`config.mk`:
```
export PLATFORM = sky130hd
export DESIGN_NAME = seg_xlate
export DESIGN_NICKNAME = d
export VERILOG_FILES = /design/src/rtl/seg_xlate_pkg.sv /design/src/rtl/seg_table.sv /design/src/rtl/seg_check.sv /design/src/rtl/seg_xlate.sv
export SDC_FILE = /design/constraint.sdc
export NUM_CORES = 1
export LEC_CHECK = 0
export BUFFER_PORTS_ARGS = -buffer_cell sky130_fd_sc_hd__buf_2
export CAP_MARGIN = 30
export CORE_MARGIN = 2
export CORE_UTILIZATION = 45
export DETAILED_ROUTE_END_ITERATION = 10
export GPL_TIMING_DRIVEN = 0
export SYNTH_ARGS = -nofsm -noshare
export SYNTH_HDL_FRONTEND = slang
export SYNTH_SLANG_ARGS = --single-unit
```
`constraint.sdc`:
```
create_clock -name clk -period 9.4 [get_ports clk]
set_input_delay 1.88 -clock clk [delete_from_list [all_inputs] [get_ports clk]]
set_output_delay 1.88 -clock clk [all_outputs]
set_load 0.01 [all_outputs]
```
`src/rtl/seg_xlate_pkg.sv`:
```
package seg_xlate_pkg;

    parameter int VA_W     = 16;
    parameter int SEG_BITS = 2;
    parameter int PA_W     = 16;

    localparam int OFF_W   = VA_W - SEG_BITS;
    localparam int LIM_W   = OFF_W + 1;
    localparam int NUM_SEG = 1 << SEG_BITS;

    typedef logic [SEG_BITS-1:0] seg_idx_t;
    typedef logic [OFF_W-1:0]    seg_off_t;
    typedef logic [PA_W-1:0]     phys_addr_t;
    typedef logic [LIM_W-1:0]    seg_lim_t;

    typedef struct packed {
        phys_addr_t base;
        seg_lim_t   limit;
        logic       present;
        logic       store_ok;
    } seg_entry_t;

    localparam int ENT_W = $bits(seg_entry_t);

    typedef enum logic [1:0] {
        FLT_NONE    = 2'd0,
        FLT_ABSENT  = 2'd1,
        FLT_BOUNDS  = 2'd2,
        FLT_PERM    = 2'd3
    } fault_e;

    typedef struct packed {
        phys_addr_t pa;
        fault_e     fault;
    } xlate_res_t;

    function automatic seg_idx_t va_seg(input logic [VA_W-1:0] va);
        return va[VA_W-1 -: SEG_BITS];
    endfunction

    function automatic seg_off_t va_off(input logic [VA_W-1:0] va);
        return va[OFF_W-1:0];
    endfunction

    function automatic phys_addr_t wrap_add(input phys_addr_t base, input seg_off_t off);
        phys_addr_t ext;
        ext = PA_W'(off);
        return base + ext;
    endfunction

endpackage

```
`src/rtl/seg_table.sv`:
```
module seg_table
    import seg_xlate_pkg::*;
(
    input  logic       clk,
    input  logic       rst,
    input  logic       we,
    input  logic       priv,
    input  seg_idx_t   wr_idx,
    input  seg_entry_t wr_entry,
    input  seg_idx_t   rd_idx,
    output seg_entry_t rd_entry,
    output logic       priv_err
);

    seg_entry_t               ent_q [NUM_SEG];
    logic [NUM_SEG*ENT_W-1:0] ent_flat;
    logic                     wr_accept;

    assign wr_accept = we && priv;

    for (genvar g = 0; g < NUM_SEG; g++) begin : g_ent
        always_ff @(posedge clk) begin
            if (rst) begin
                ent_q[g] <= '0;
            end else if (wr_accept && (wr_idx == seg_idx_t'(g))) begin
                ent_q[g] <= wr_entry;
            end
        end
    end

    always_ff @(posedge clk) begin
        if (rst) begin
            priv_err <= 1'b0;
        end else begin
            priv_err <= we && !priv;
        end
    end

    assign rd_entry = ent_q[rd_idx];

    always_comb begin
        for (int i = 0; i < NUM_SEG; i++) begin
            ent_flat[i*ENT_W +: ENT_W] = ent_q[i];
        end
    end

    // a refused write touches no entry
    p_ignore_r8: assert property (@(posedge clk) disable iff (rst)
        (we && !priv) |=> $stable(ent_flat));

    // an accepted write lands in the addressed entry
    p_store_r7: assert property (@(posedge clk) disable iff (rst)
        (we && priv) |=> (ent_q[$past(wr_idx)] == $past(wr_entry)));

endmodule

```
`src/rtl/seg_check.sv`:
```
module seg_check
    import seg_xlate_pkg::*;
(
    input  seg_entry_t entry,
    input  seg_off_t   off,
    input  logic       is_store,
    output xlate_res_t res
);

    logic over_limit;
    logic perm_bad;

    assign over_limit = seg_lim_t'(off) >= entry.limit;
    assign perm_bad   = is_store && !entry.store_ok;

    always_comb begin
        res.pa    = wrap_add(entry.base, off);
        res.fault = FLT_NONE;
        if (!entry.present) begin
            res.fault = FLT_ABSENT;
        end else if (over_limit) begin
            res.fault = FLT_BOUNDS;
        end else if (perm_bad) begin
            res.fault = FLT_PERM;
        end
    end

endmodule

```
`src/rtl/seg_xlate.sv`:
```
module seg_xlate
    import seg_xlate_pkg::*;
(
    input  logic                clk,
    input  logic                rst,
    input  logic                cfg_we,
    input  logic                cfg_priv,
    input  logic [SEG_BITS-1:0] cfg_idx,
    input  logic [PA_W-1:0]     cfg_base,
    input  logic [LIM_W-1:0]    cfg_limit,
    input  logic                cfg_present,
    input  logic                cfg_store_ok,
    output logic                cfg_priv_err,
    input  logic                req_valid,
    input  logic [VA_W-1:0]     req_va,
    input  logic                req_wr,
    output logic                rsp_valid,
    output logic [PA_W-1:0]     rsp_pa,
    output logic                rsp_err
);

    seg_entry_t wr_entry;
    seg_entry_t cur_entry;
    xlate_res_t res;
    seg_off_t   req_off;

    assign wr_entry = '{base: cfg_base, limit: cfg_limit,
                        present: cfg_present, store_ok: cfg_store_ok};
    assign req_off  = va_off(req_va);

    seg_table u_table (
        .clk      (clk),
        .rst      (rst),
        .we       (cfg_we),
        .priv     (cfg_priv),
        .wr_idx   (cfg_idx),
        .wr_entry (wr_entry),
        .rd_idx   (va_seg(req_va)),
        .rd_entry (cur_entry),
        .priv_err (cfg_priv_err)
    );

    seg_check u_check (
        .entry    (cur_entry),
        .off      (req_off),
        .is_store (req_wr),
        .res      (res)
    );

    always_ff @(posedge clk) begin
        if (rst) begin
            rsp_valid <= 1'b0;
            rsp_err   <= 1'b0;
            rsp_pa    <= '0;
        end else begin
            rsp_valid <= req_valid;
            rsp_err   <= req_valid && (res.fault != FLT_NONE);
            rsp_pa    <= (req_valid && (res.fault == FLT_NONE)) ? res.pa : '0;
        end
    end

    // one-cycle response latency
    p_latency_r6: assert property (@(posedge clk) disable iff (rst)
        req_valid |=> rsp_valid);
    p_idle_r6: assert property (@(posedge clk) disable iff (rst)
        !req_valid |=> !rsp_valid);

    // absent entry always refused
    p_absent_r4: assert property (@(posedge clk) disable iff (rst)
        (req_valid && !cur_entry.present) |=> rsp_err);

    // store to a read-only segment refused
    p_perm_r5: assert property (@(posedge clk) disable iff (rst)
        (req_valid && req_wr && !cur_entry.store_ok) |=> rsp_err);

    // refused access carries a zero address
    p_zero_pa_r9: assert property (@(posedge clk) disable iff (rst)
        rsp_err |-> (rsp_pa == '0));

    // violation pulse follows an unprivileged write
    p_priv_r8: assert property (@(posedge clk) disable iff (rst)
        (cfg_we && !cfg_priv) |=> cfg_priv_err);

endmodule

```
==> impl_results.md <==
- Status: finished clean
- Critical path arrival: 5630 ps
- Final nets: 695
- Pwr dens: 190 nW/µm²
- CP required: 9710 ps
- Max-slew violation count: 0
- Antenna violations before repair: 0
- Gr usage total: 0.200
- Htree depth: 4
- I/O pin count: 76
- Distinct cells, synth: 46
- Slew headroom: 0.444
- Total power: about 1.6 mW
- Root buffer cell: clkbuf_16
- FF-to-FF Start: u_table.ent_q[3][17]$_SDFFCE_PN0P_
- Final Routed Wirelength: 15700 µm
- Height of the die: 131 µm
- Main synth FF type: edfxtp_1
- PortBufs: 73
- Leakage power: 3.34 nW
- Post-synthesis sequential area ratio: 0.600
- Die area: 17100 µm²
- CTS Buf Count: 17
- Area delta synth->final: 18.2%
- Netlist Area Pre-Place: 7250 µm²
- Kind of critical path: in2reg
- Net Count, Synth: 599
- DRC Markers: 0
- Startpoint types: input port
- Routed length per instance: 18.7 µm
- Crit-path max cell delay: 730 ps
- Synth area leaders: edfxtp_1, and2_1, mux4_2
- CP startpoint: req_va[15]
- RSZ-0062 raised after global routing: false
- CORE AREA: 15800 µm²
- Setup Skew: 16.3 ps
- Row cnt: 46
- Internal power: 1.25 mW
- Routed vias/inst: 5.13
- Cts hold-fix bufs: 0
- CTS resizes: 0
- Max Cap Viol: 0
- Slew of the pin with the lowest slew margin: ~830 ps
- Crit end category: flop
- Final setup fails: 0
- Most numerous cell in the Yosys netlist: and2_1
- Critical path, cell by cell: buf_2 > clkbuf_1 > buf_1 > mux4_2 > ha_1 > inv_1 > fa_1 > nand2b_1 > a21oi_1 > a2111oi_1 > o21ai_0 > a21oi_1 > nor3b_2
- Combinational Power Share: 0.128
- Fin crit share: 0.566
- Vias: 4308
- Tmin final: 5320 ps
- Sw power: 0.380 mW
- Clock sink total: 151
- Total grt overflow: 0
- Max Fclk: ~0.19 GHz
- Initial DRC Count: 303
- Largest net degree at the start of global routing: 25
- Dpl hpwl: about 11000 µm
- Sw frac: 0.234
- Buffers inserted by post-CTS timing repair: 0
- Mapped Cells: 513
- Placed Cells: 806
- Clock Pin Slew Worst Setup and Hold Paths: 60 ps
- Die width: 131 µm
- CTS tree: built
- Setup TNS: 0 ps
- Commonest cells in the netlist: and2_1, edfxtp_1, mux4_2, ha_1, inv_1
- Critical Path Fanout Max: 10
- Clock share of power: 0.391
- Share of post-route cells with drive strength above 1: 0.243
- First-pass GRT wire length: 24200 µm
- Pre-Repair DR Iteration Count: 6
- Global placer's final weighted congestion: around 0.87
- Final non-filler cell total: 839
- CTS Buffer Depth: 2
- WHS: 825 ps
- EDFF count, synth: 132
- Maximum VDD drop: 0.130 mV
- Syn Area/Cell: 14.1 µm²
- Number of hold violations in the final report: 0
- Routed Antenna Nets: 0
- Most used cell, CP: a21oi_1
- CP max-delay cell: a2111oi_1
- Synth warn: 0
- Async set-reset flop share out of synthesis: 0
- Hold Path Origin: u_table.ent_q[2][32]$_SDFFCE_PN0P_
- Initial core utilization: 0.458
- Min-delay worst type: reg2reg
- Reg power frac: 0.480
- Cell taking the most area after synthesis: edfxtp_1
- Yosys reg bits: 151
- Clock latency on the worst-skew pair: 430 ps
- Vias in the first global route: 4462
- Share of the synthesized area in the top cell type: 0.547
[worst max-delay path: cells and delay by family]
family / cells / cell delay (ps)
buffers and inverters: 4 / 1340
adder cells (fa/ha/maj): 2 / 410
AND/OR/NAND/NOR: 2 / 200
multiplexers: 1 / 420
AO/OA/AOI/OAI: 4 / 1370
[logic make-up (layout without fill, tap and decap cells)]
family | count (synthesis) | in the layout | share of synthesized area
multiplexers | 33 | 33 | 0.101
AND/OR/NAND/NOR | 192 | 192 | 0.158
adder cells (fa/ha/maj) | 29 | 29 | 0.0511
flip-flops | 151 | 151 | 0.600
buffers and inverters | 44 | 153 | 0.0254
AO/OA/AOI/OAI | 56 | 56 | 0.0554
other | 0 | 1 | 0
XOR/XNOR | 8 | 8 | 0.00967
[cells in the final DEF (no fill, tap or decap), types with 6 or more instances in the layout]
master	n
and2_1	133
edfxtp_1	132
buf_2	76
mux4_2	32
ha_1	28
inv_1	23
dfxtp_1	19
clkbuf_1	17
clkbuf_16	17
nor2_1	15
a21oi_1	13
o21ai_0	11
nor3_1	9
a21o_1	8
nand3_1	7
nand2b_1	6
[power groups by stage]
stage	sequential, mW	clock, mW	combinational (mW)
floorplan	0.795	0	0.137
global placement	0.796	0	0.201
detailed placement	0.795	0	0.211
CTS	0.781	0.647	0.212
global route	0.784	0.675	0.231
finish	0.781	0.637	0.209
[routing by layer]
layer	vias to the layer above	routed length (µm)	GRT usage
met5	-	0	0
met4	0	295	0.0788
met3	25	646	0.0432
met2	112	7810	0.332
met1	2091	6910	0.258
li1	2080	-	-
[worst paths after layout]
path | endpoint | slack (ps) | cells past startpoint
max | rsp_pa[14]$_SDFF_PP0_ | 4080 | 13
min reg2reg | rsp_pa[15]$_SDFF_PP0_ | 830 | 3
min | rsp_pa[15]$_SDFF_PP0_ | 830 | 3
max reg2reg | rsp_pa[14]$_SDFF_PP0_ | 6400 | 10
[layout make-up]
cell class / count / area, µm²
Fill cell: 1317 / 7260
Timing Repair Buffer: 77 / 445
Multi-Input combinational cell: 318 / 2760
Clock buffer: 23 / 478
Tap cell: 216 / 270
Clock inverter: 9 / 76.3
Buffer: 21 / 97.6
Sequential cell: 151 / 4340
Inverter: 23 / 86.3
Antenna cell: 1 / 2.50
[through the flow]
step	instance area [µm²]	setup slack [ps]	util
detailed placement	8010	3660	0.506
CTS	8560	4110	0.541
global placement	7880	3730	0.498
floorplan	7250	4630	-
finish	8560	4080	0.541
global route	8560	3860	0.541
[registers in the layout, indices dropped and copies added, names as in the netlist]
register	cells
rsp_err	1
rsp_pa	16
rsp_valid	1
u_table.ent_q	132
u_table.priv_err	1
(Power assumes the default switching activity.)
